$ cat config.mk
export PLATFORM = sky130hd
export DESIGN_NAME = nvseq_top
export DESIGN_NICKNAME = d
export VERILOG_FILES = /design/src/rtl/nvseq_pkg.sv /design/src/rtl/nvseq_ctrl.sv /design/src/rtl/nvseq_datapath.sv /design/src/rtl/nvseq_top.sv
export SDC_FILE = /design/constraint.sdc
export NUM_CORES = 1
export LEC_CHECK = 0
export ABC_AREA = 0
export BUFFER_PORTS_ARGS = -buffer_cell sky130_fd_sc_hd__buf_2
export CORE_ASPECT_RATIO = 1.25
export CORE_UTILIZATION = 39
export DETAILED_ROUTE_END_ITERATION = 10
export GPL_TIMING_DRIVEN = 0
export PLACE_DENSITY = 0.61
export SLEW_MARGIN = 5
export SYNTH_ARGS = -nofsm -noshare
export SYNTH_HDL_FRONTEND = slang
export SYNTH_HIERARCHICAL = 1
export SYNTH_SLANG_ARGS = --single-unit
$ cat constraint.sdc
create_clock -name clk -period 5.4 [get_ports clk]
set_clock_uncertainty 0.1 [all_clocks]
set_input_delay 0 -clock clk [delete_from_list [all_inputs] [get_ports clk]]
set_output_delay 0 -clock clk [all_outputs]
set_load 0.1 [all_outputs]
$ cat src/rtl/nvseq_pkg.sv
package nvseq_pkg;
  localparam logic [3:0] CODE_RESTORE    = 4'd1;
  localparam logic [3:0] CODE_SAVE_WIPER = 4'd2;
  localparam logic [3:0] CODE_STORE_DATA = 4'd3;
  localparam logic [3:0] CODE_RELOAD_ALL = 4'd8;
  localparam logic [3:0] CODE_READ_STORE = 4'd9;
  localparam logic [3:0] CODE_READ_WIPER = 4'd10;

  typedef struct packed {
    logic       loadAll;        // wipers and digital outputs from store
    logic       reloadWipers;   // wipers only (preset rising edge)
    logic       loadOne;        // single location restore
    logic       forceMid;       // hold wipers at midscale
    logic       commit;         // write pending value into store
    logic       commitFromData; // commit source: data (1) or wiper (0)
    logic [3:0] addr;
  } strobe_t;
endpackage

$ cat src/rtl/nvseq_ctrl.sv
module nvseq_ctrl
  import nvseq_pkg::*;
#(
  parameter int NUM_CH    = 2,
  parameter int WIDTH     = 8,
  parameter int SAVE_CYC  = 20,
  parameter int RESET_CYC = 8,
  parameter int READ_CYC  = 4
) (
  input  logic             clk,
  input  logic             rstN,
  input  logic             cmdValid,
  input  logic [3:0]       cmdCode,
  input  logic [3:0]       cmdAddr,
  input  logic [WIDTH-1:0] cmdData,
  input  logic             presetN,
  input  logic             writeProtN,
  output strobe_t          strb,
  output logic [WIDTH-1:0] pendData,
  output logic             ready,
  output logic             shiftLock
);
  localparam int MAX_A   = (SAVE_CYC > RESET_CYC) ? SAVE_CYC : RESET_CYC;
  localparam int MAX_DUR = (MAX_A > READ_CYC) ? MAX_A : READ_CYC;
  localparam int CNT_W   = $clog2(MAX_DUR + 1);

  logic             presetMeta, presetSync, presetPrev;
  logic             bootPending;
  logic [CNT_W-1:0] busyCnt;
  logic             lockActive;
  logic [3:0]       pendAddr;
  logic             pendFromData;

  logic idle, addrOk, presetLow, presetRise;
  logic accept, acceptSave, acceptRestore, acceptReload, acceptRead;

  always_ff @(posedge clk or negedge rstN) begin
    if (!rstN) begin
      presetMeta <= 1'b1;
      presetSync <= 1'b1;
      presetPrev <= 1'b1;
    end else begin
      presetMeta <= presetN;
      presetSync <= presetMeta;
      presetPrev <= presetSync;
    end
  end

  assign presetLow  = !presetSync;
  assign presetRise = presetSync && !presetPrev;

  assign idle   = (busyCnt == '0);
  assign addrOk = (cmdAddr <= 4'(NUM_CH));
  assign accept = cmdValid && idle;

  assign acceptSave    = accept && writeProtN && addrOk &&
                         (cmdCode == CODE_SAVE_WIPER || cmdCode == CODE_STORE_DATA);
  assign acceptRestore = accept && addrOk && !presetLow && (cmdCode == CODE_RESTORE);
  assign acceptReload  = accept && !presetLow && (cmdCode == CODE_RELOAD_ALL);
  assign acceptRead    = accept && addrOk &&
                         (cmdCode == CODE_READ_STORE || cmdCode == CODE_READ_WIPER);

  always_ff @(posedge clk or negedge rstN) begin
    if (!rstN) begin
      bootPending  <= 1'b1;
      busyCnt      <= '0;
      lockActive   <= 1'b0;
      pendAddr     <= '0;
      pendFromData <= 1'b0;
      pendData     <= '0;
    end else begin
      bootPending <= 1'b0;
      if (acceptSave)        busyCnt <= CNT_W'(SAVE_CYC);
      else if (acceptReload) busyCnt <= CNT_W'(RESET_CYC);
      else if (acceptRead)   busyCnt <= CNT_W'(READ_CYC);
      else if (!idle)        busyCnt <= busyCnt - 1'b1;

      if (acceptSave) begin
        lockActive   <= 1'b1;
        pendAddr     <= cmdAddr;
        pendFromData <= (cmdCode == CODE_STORE_DATA);
        pendData     <= cmdData;
      end else if (busyCnt == CNT_W'(1)) begin
        lockActive <= 1'b0;
      end
    end
  end

  always_comb begin
    strb                = '0;
    strb.loadAll        = bootPending || acceptReload;
    strb.reloadWipers   = presetRise;
    strb.loadOne        = acceptRestore;
    strb.forceMid       = presetLow;
    strb.commit         = lockActive && (busyCnt == CNT_W'(1));
    strb.commitFromData = pendFromData;
    strb.addr           = acceptRestore ? cmdAddr : pendAddr;
  end

  assign ready     = idle;
  assign shiftLock = lockActive;

  // the hold request never appears outside a busy window
  a_r6_lock_only_when_busy: assert property (@(posedge clk) disable iff (!rstN)
    shiftLock |-> !ready);

  // ready only returns after the counter passed through its last step
  a_r5_ready_after_last_step: assert property (@(posedge clk) disable iff (!rstN)
    $rose(ready) |-> $past(busyCnt) == CNT_W'(1));

  // a busy window is never restarted by a new command
  a_r7_no_restart_when_busy: assert property (@(posedge clk) disable iff (!rstN)
    (!ready && busyCnt != CNT_W'(1)) |=> !ready && busyCnt == $past(busyCnt) - 1'b1);

  // a store write is only ever started with write protect released
  a_r8_save_needs_unprotected: assert property (@(posedge clk) disable iff (!rstN)
    $rose(shiftLock) |-> $past(writeProtN));
endmodule

$ cat src/rtl/nvseq_datapath.sv
module nvseq_datapath
  import nvseq_pkg::*;
#(
  parameter int NUM_CH = 2,
  parameter int WIDTH  = 8
) (
  input  logic                    clk,
  input  logic                    rstN,
  input  strobe_t                 strb,
  input  logic [WIDTH-1:0]        pendData,
  output logic [NUM_CH*WIDTH-1:0] wiperBus,
  output logic [1:0]              digOut
);
  localparam int          LOCS = NUM_CH + 1;
  localparam logic [WIDTH-1:0] MID = WIDTH'(1) << (WIDTH - 1);

  logic [WIDTH-1:0] store [LOCS];
  logic [WIDTH-1:0] wiper [NUM_CH];

  for (genvar ch = 0; ch < NUM_CH; ch++) begin : g_wiper
    always_ff @(posedge clk or negedge rstN) begin
      if (!rstN)                                   wiper[ch] <= '0;
      else if (strb.forceMid)                      wiper[ch] <= MID;
      else if (strb.loadAll || strb.reloadWipers)  wiper[ch] <= store[ch];
      else if (strb.loadOne && strb.addr == 4'(ch)) wiper[ch] <= store[ch];
    end
    assign wiperBus[ch*WIDTH +: WIDTH] = wiper[ch];

    // a midscale hold always lands on the following edge
    a_r9_mid_hold: assert property (@(posedge clk) disable iff (!rstN)
      strb.forceMid |=> wiper[ch] == MID);
  end

  always_ff @(posedge clk or negedge rstN) begin
    if (!rstN) digOut <= '0;
    else if (strb.loadAll || (strb.loadOne && strb.addr == 4'(NUM_CH)))
      digOut <= store[NUM_CH][1:0];
  end

  for (genvar loc = 0; loc < LOCS; loc++) begin : g_store
    logic [WIDTH-1:0] fromReg;
    if (loc < NUM_CH) begin : g_chan
      assign fromReg = wiper[loc];
    end else begin : g_outs
      assign fromReg = {{(WIDTH-2){1'b0}}, digOut};
    end

    always_ff @(posedge clk or negedge rstN) begin
      if (!rstN) store[loc] <= MID;
      else if (strb.commit && strb.addr == 4'(loc))
        store[loc] <= strb.commitFromData ? pendData : fromReg;
    end

    // a store location changes only on its own commit
    a_r3_store_write_only_on_commit: assert property (@(posedge clk) disable iff (!rstN)
      !(strb.commit && strb.addr == 4'(loc)) |=> $stable(store[loc]));
  end
endmodule

$ cat src/rtl/nvseq_top.sv
module nvseq_top
  import nvseq_pkg::*;
#(
  parameter int NUM_CH    = 2,
  parameter int WIDTH     = 8,
  parameter int SAVE_CYC  = 20,
  parameter int RESET_CYC = 8,
  parameter int READ_CYC  = 4
) (
  input  logic                    clk,
  input  logic                    rstN,
  input  logic                    cmdValid,
  input  logic [3:0]              cmdCode,
  input  logic [3:0]              cmdAddr,
  input  logic [WIDTH-1:0]        cmdData,
  input  logic                    presetN,
  input  logic                    writeProtN,
  output logic [NUM_CH*WIDTH-1:0] wiperBus,
  output logic [1:0]              digOut,
  output logic                    ready,
  output logic                    shiftLock
);
  strobe_t          strb;
  logic [WIDTH-1:0] pendData;

  nvseq_ctrl #(
    .NUM_CH(NUM_CH), .WIDTH(WIDTH), .SAVE_CYC(SAVE_CYC),
    .RESET_CYC(RESET_CYC), .READ_CYC(READ_CYC)
  ) u_ctrl (
    .clk(clk), .rstN(rstN), .cmdValid(cmdValid), .cmdCode(cmdCode),
    .cmdAddr(cmdAddr), .cmdData(cmdData), .presetN(presetN),
    .writeProtN(writeProtN), .strb(strb), .pendData(pendData),
    .ready(ready), .shiftLock(shiftLock)
  );

  nvseq_datapath #(.NUM_CH(NUM_CH), .WIDTH(WIDTH)) u_dp (
    .clk(clk), .rstN(rstN), .strb(strb), .pendData(pendData),
    .wiperBus(wiperBus), .digOut(digOut)
  );
endmodule

==> impl_metrics.yaml, run 1 <==
run_status:
  status: "completed"
cells_and_area:
  regArea_um2: 1480
  synthToLayoutAreaGrowth_pct: 24.4
  finalNonFillerCells: 399
  num_antenna_cells: 0
  final_util_pct: 50.5
  multi_input_area_um2: 1200
  fill_cells: 652
  nets: 328
  drive_above_1_share_pct: 29.4
power:
  p_sw_uw: 305
  p_int_uw: 834
  total_power_uw: 1140
  powerDensity_nw_per_um2: 323
  comb_power_share_pct: 16.2
  p_seq_share_pct: 43.9
  leakage_uw: 0.00174
  peakVddDrop_uv: 255
  p_sw_share_pct: 26.8
  clkPwrFrac_pct: 39.9
clocking:
  clk-insertion-delay-late_ns: 0.33
  clock-sinks: 59
  cts_setup_buffers: 0
  ctsResizeCount: 0
  cts_tree: "done"
  path_clk_slew_ns: 0.06
  hold_buffers: 15
  cts-root-buf: "clkbuf_8"
  cts_buffers: 9
  cts-htree-levels: 3
  clk_path_buf_depth: 2
logic_synthesis:
  synth_edf_count: 0
  syn_inst: 238
  syn_avg_cell_area_um2: 11.9
  yosysUniqueCellTypes: 41
  synth_fa_ha_area_share_pct: 1.33
  syn_area_um2: 2830
  ys_top_cells_by_area: "dfrtp_1, mux2_1, mux2i_1"
  synth_xor_area_share_pct: 0.928
  syn_nets: 262
  synth_top_family_by_area: "multiplexers"
  synth_simple_gate_area_share_pct: 13.7
  synthMuxAreaShare_pct: 19.0
  yosys_warnings: 6
  yosysMostFrequentCell: "dfrtp_1"
  synth_top_area_cell: "dfrtp_1"
  ys_ff_latch: 59
  synth_top_cell_area_share_pct: 46.8
  synth_commonest_cells: "dfrtp_1, inv_1, mux2_1, o21ai_0"
  synth_compound_area_share_pct: 7.42
  yosysSeqAreaShare_pct: 52.4
  async_flop_share_pct: 100
  synthFlopType: "dfrtp_1"
route:
  dr.pass1.iters: 4
  vias_per_cell: 4.87
  drcViolationCount: 0
  wire_per_inst_um: 14.2
  met1_length_um: 2390
  via_count: 1942
  wl_met3_um: 203
  wirelength_um: 5650
  ant_nets: 0
  route.met2.wl_um: 2940
  highest_layer: "met4"
  drt_iter0_markers: 89
place:
  place_hpwl_um: 3850
  portBuffers: 40
  dp.cells: 368
  place_congestion: 0.739
worst_setup_path:
  crit_path_start_kind: "flip-flop"
  rr_worst_depth: 9
  slowest_delay_ns: 0.60
  required_ns: 5.51
  path_class: "reg -> reg"
  worst_path_max_delay_cell: "or4_4"
  rrSetupSlack_ns: 1.95
  path_max_fanout: 8
  end_kind: "flip-flop"
  critical_path.cell_chain: "inv_1 -> ha_1 -> nor4b_4 -> nand3b_4 -> or4_4 -> mux2_4 -> nor2_1 -> nand2_1 -> mux2_1"
  cp.arrival_ns: 3.56
  r2r-end: "u_dp/store[21]"
  r2r-start: "u_ctrl/busyCnt[0]"
floorplanning:
  ios: 41
  die_x_um: 78.2
  placementRows: 34
  initial_core_util_pct: 40.6
  dieArea_um2: 7610
  fp.dieH_um: 97.3
  coreArea_um2: 6980
grt:
  antenna_found_initial: 0
  grt_pass1_vias: 2037
  grt_usage_pct: 17.0
  globalRoute.totalOverflow: 0
  grt_max_degree: 60
  grt_pass1_wl_um: 9670
timing:
  hold_viol: 0
  grt_setup_unrepaired: "false"
  final.min_clock_period_ns: 3.45
  relSlewSlack_pct: 50.7
  setup_viol: 0
  fin_crit_sh_pct: 63.8
  finalSetupTns_ns: 0
  fin_worst_hold_slack_ns: 0.0111
  worstMarginPinSlew_ns: 0.740
  drv_slew: 0
  max_freq_mhz: 290
worst_hold_path:
  hp-start: "cmdCode[2]"
  holdPathEnd: "u_ctrl/busyCnt[0]"
  hp-class: "in -> reg"
  min_path_cells: 3
flow_run:
  cap_violations: 0
==> sequential cells by signal, summed over array words and instances, names as in the netlist <==
signal	count
u_ctrl/pendAddr	4
u_ctrl/bootPending	1
u_dp/digOut	2
u_ctrl/shiftLock	1
u_ctrl/pendData	8
u_dp/g_store.fromReg	16
u_ctrl/busyCnt	5
u_dp/store	18
u_ctrl/presetSync	1
u_ctrl/presetPrev	1
u_ctrl/pendFromData	1
u_ctrl/presetMeta	1
==> metrics by stage <==
stage,worst slack (ns),cell area [um^2]
2_1_floorplan,1.36,2830
3_3_place_gp,2.00,3150
3_5_place_dp,1.95,3150
4_1_cts,1.94,3520
5_1_grt,1.72,3520
6_report,1.95,3520
==> placed cells by master (no fill, tap or decap), drive strengths merged, types with 3 or more instances in the layout <==
master,n
dfrtp,53
buf,46
mux2,33
inv,23
o21ai,19
nand2b,16
mux2i,16
dlygate4sd3,15
nand2,15
clkbuf,14
nor2,7
a21oi,7
dfstp,6
nor2b,4
clkinv,3
xnor2,3
ha,3
nand3b,3
==> power groups by stage <==
| stage | registers (uW) | clock network [uW] | logic [uW] |
|---|---|---|---|
| after floorplan | 518 | 0 | 119 |
| after global placement | 508 | 0 | 173 |
| after detailed placement | 509 | 0 | 176 |
| after CTS | 501 | 465 | 184 |
| after global routing | 505 | 486 | 202 |
| final | 501 | 454 | 184 |
==> worst max-delay path, delay by kind of cell, from the launching register on <==
| kind | cells | cell delay (ns) |
|---|---|---|
| and+or+nand+nor | 5 | 1.78 |
| muxes | 2 | 0.74 |
| DFF | 1 | 0.42 |
| adders and majority gates | 1 | 0.18 |
| buffers and inverters | 1 | 0.10 |
==> metal layers <==
metal | vias up | track usage [%]
li1 | 932 | -
met1 | 957 | 19.5
met2 | 41 | 29.3
met3 | 12 | 5.26
met4 | 0 | 6.55
met5 | - | 0
==> final cells by class <==
| type | count | share of cell area [%] |
|---|---|---|
| plain buffers | 9 | 1.63 |
| clock buffers | 11 | 4.30 |
| clock inverters | 5 | 2.13 |
| inverters | 23 | 2.45 |
| multi-input cells | 147 | 34.2 |
| flip-flops and latches | 59 | 42.1 |
| well taps | 90 | 3.19 |
| repair buffers | 55 | 10.0 |
==> how the worst max path moves through the flow <==
stage	from	end	slack, ns	cells after the start
3_5_place_dp	u_ctrl/busyCnt[0]	u_dp/store[21]	1.95	9
2_1_floorplan	u_ctrl/busyCnt[0]	u_dp/store[16]	1.36	9
3_3_place_gp	u_ctrl/busyCnt[0]	u_dp/store[18]	2.00	9
4_1_cts	u_ctrl/busyCnt[0]	u_dp/store[21]	1.94	9
5_1_grt	u_ctrl/busyCnt[0]	u_dp/store[17]	1.72	9
6_report	u_ctrl/busyCnt[0]	u_dp/store[21]	1.95	9
==> cell families after synthesis <==
kind of cell | Yosys count
AO/OA/AOI/OAI | 33
adder cells (fa/ha/maj) | 3
flip-flops | 59
multiplexers | 49
XOR/XNOR | 3
AND/OR/NAND/NOR | 58
buffers and inverters | 32
other | 1
No activity file was read; power rests on OpenSTA's default activity.
==> run 2, diff against run 1 <==
Settings changed: PLACE_DENSITY 0.61 to 0.63.
Clock period 5.4 ns to 3.1 ns, I/O delays scaled along.
==> run 2 against run 1 <==
- largest cell class unchanged
- sequential share of layout area decreased by 1.5 points
- global-route usage increased by 0.39 points
- fmax increased by 19%
- routed wire length increased by 4.1%
- highest routed layer unchanged
- final area increased by 3.8%
==> impl_metrics.yaml, run 2 (synthesis results as in run 1) <==
route:
  drt_iter0_markers: 95
  ant_nets: 0
  drcViolationCount: 0
  via_count: 1936
  dr.pass1.iters: 4
  wirelength_um: 5880
  wire_per_inst_um: 14.6
  vias_per_cell: 4.82
worst_hold_path:
  hp-class: "in -> reg"
cells_and_area:
  layout_commonest_cell: "dfrtp_1"
  nets: 331
  largest_reg_flops: 18
  drive_above_1_share_pct: 34.6
  finalNonFillerCells: 402
  largest-register: "u_dp/store"
  layout_common_cells: "dfrtp_1, buf_2, inv_1, mux2_4, o21ai_0"
  synthToLayoutAreaGrowth_pct: 29.1
  num_antenna_cells: 0
  fill_cells: 646
worst_setup_path:
  crit_family: "simple AND/OR/NAND/NOR gates"
  worst_path_max_delay_cell: "or4_4"
  crit_path_start_kind: "flip-flop"
  end_kind: "flip-flop"
  slowest_delay_ns: 0.49
  cp.arrival_ns: 3.01
  path_max_fanout: 8
  critical_path.cell_chain: "inv_1 -> ha_2 -> nor4b_4 -> nand3b_4 -> or4_4 -> and2_4 -> nor3b_4 -> nand2_4 -> mux2_1"
  worst-path-buf-inv: 1
  required_ns: 3.22
  path_class: "reg -> reg"
timing:
  drv_slew: 0
  hold_viol: 0
  grt_setup_unrepaired: "false"
  final.min_clock_period_ns: 2.88
  worstMarginPinSlew_ns: 0.733
  max_freq_mhz: 347
  fin_crit_sh_pct: 93.0
  finalSetupTns_ns: 0
  fin_ws_ns: 0.216
  fin_worst_hold_slack_ns: 0.0250
  setup_viol: 0
  relSlewSlack_pct: 51.1
clocking:
  cts_buffers: 9
  clk_path_buf_depth: 2
  clock-sinks: 59
  clk-insertion-delay-late_ns: 0.34
  cts_tree: "done"
  cts-htree-levels: 3
  cts-root-buf: "clkbuf_8"
  ctsResizeCount: 0
  path_clk_slew_ns: 0.07
place:
  place_hpwl_um: 3920
  dp.cells: 368
  place_ws_ns: -0.165
  portBuffers: 40
  place_congestion: 0.707
floorplanning:
  placementRows: 34
  dieArea_um2: 7610
  initial_core_util_pct: 40.6
  die_x_um: 78.2
  coreArea_um2: 6980
  ios: 41
  fp.dieH_um: 97.3
grt:
  grt_pass1_wl_um: 9940
  grt_pass1_vias: 2019
  grt_usage_pct: 17.4
  antenna_found_initial: 0
  globalRoute.totalOverflow: 0
  grt_max_degree: 60
power:
  peakVddDrop_uv: 521
  powerDensity_nw_per_um2: 520
  leakage_uw: 0.00179
flow_run:
  cap_violations: 0
run_status:
  status: "completed"
## run 2: layout make-up
type / instances / area [um^2] / area share, %
Sequential cell: 59 / 1480 / 40.6
Multi-Input combinational cell: 147 / 1330 / 36.3
Buffer: 9 / 57.6 / 1.57
Clock inverter: 1 / 5.00 / 0.137
Clock buffer: 15 / 196 / 5.37
Tap cell: 90 / 113 / 3.08
Inverter: 23 / 86.3 / 2.36
Timing Repair Buffer: 58 / 388 / 10.6
## run 2: metrics by stage
step	utilization (%)	cell area (um^2)	power, uW
2_1_floorplan	-	2960	1120
3_3_place_gp	46.8	3270	1200
3_5_place_dp	46.9	3270	1200
4_1_cts	52.3	3650	1920
5_1_grt	52.4	3660	1990
6_report	52.4	3660	1900
## run 2: per-layer routing
| layer | vias up | track usage (%) | part of all wire, % |
|---|---|---|---|
| met3 | 9 | 4.79 | 3.3 |
| met1 | 943 | 21.4 | 45 |
| met2 | 37 | 28.1 | 50 |
| met4 | 0 | 8.12 | 1.7 |
| met5 | - | 0 | 0 |
| li1 | 947 | - | - |
## run 2: timing repair
action                     4_1_cts  5_1_grt
buffers inserted                 2        1
setup endpoints to repair       28        9
pin swaps                        1        4
hold endpoints to repair        68        0
hold buffers                    15        0
## run 2: final timing paths
kind | startpoint | end | slack (ns) | depth (start not counted)
max | u_ctrl/busyCnt[0] | u_dp/store[22] | 0.22 | 9
min | cmdAddr[3] | u_ctrl/busyCnt[2] | 0.03 | 3
max reg2reg | u_ctrl/busyCnt[0] | u_dp/store[22] | 0.22 | 9
min reg2reg | u_ctrl/presetMeta | u_ctrl/presetSync | 0.26 | 0
max in group asynchronous | rstN | u_ctrl/pendFromData | 2.25 | 2
min in group asynchronous | rstN | u_dp/g_store[1].fromReg[7] | 0.16 | 2
## run 2: power breakdown
part | internal [uW] | switching, uW
registers | 822 | 50.4
clock network | 399 | 288
logic | 156 | 186
total | 1380 | 524
## run 2: worst reg2reg max path, cell delays in order (launching register included)
cell      delay (ns)
dfrtp_1         0.42
inv_1           0.10
ha_2            0.18
nor4b_4         0.31
nand3b_4        0.14
or4_4           0.49
and2_4          0.19
nor3b_4         0.31
nand2_4         0.19
mux2_1          0.35
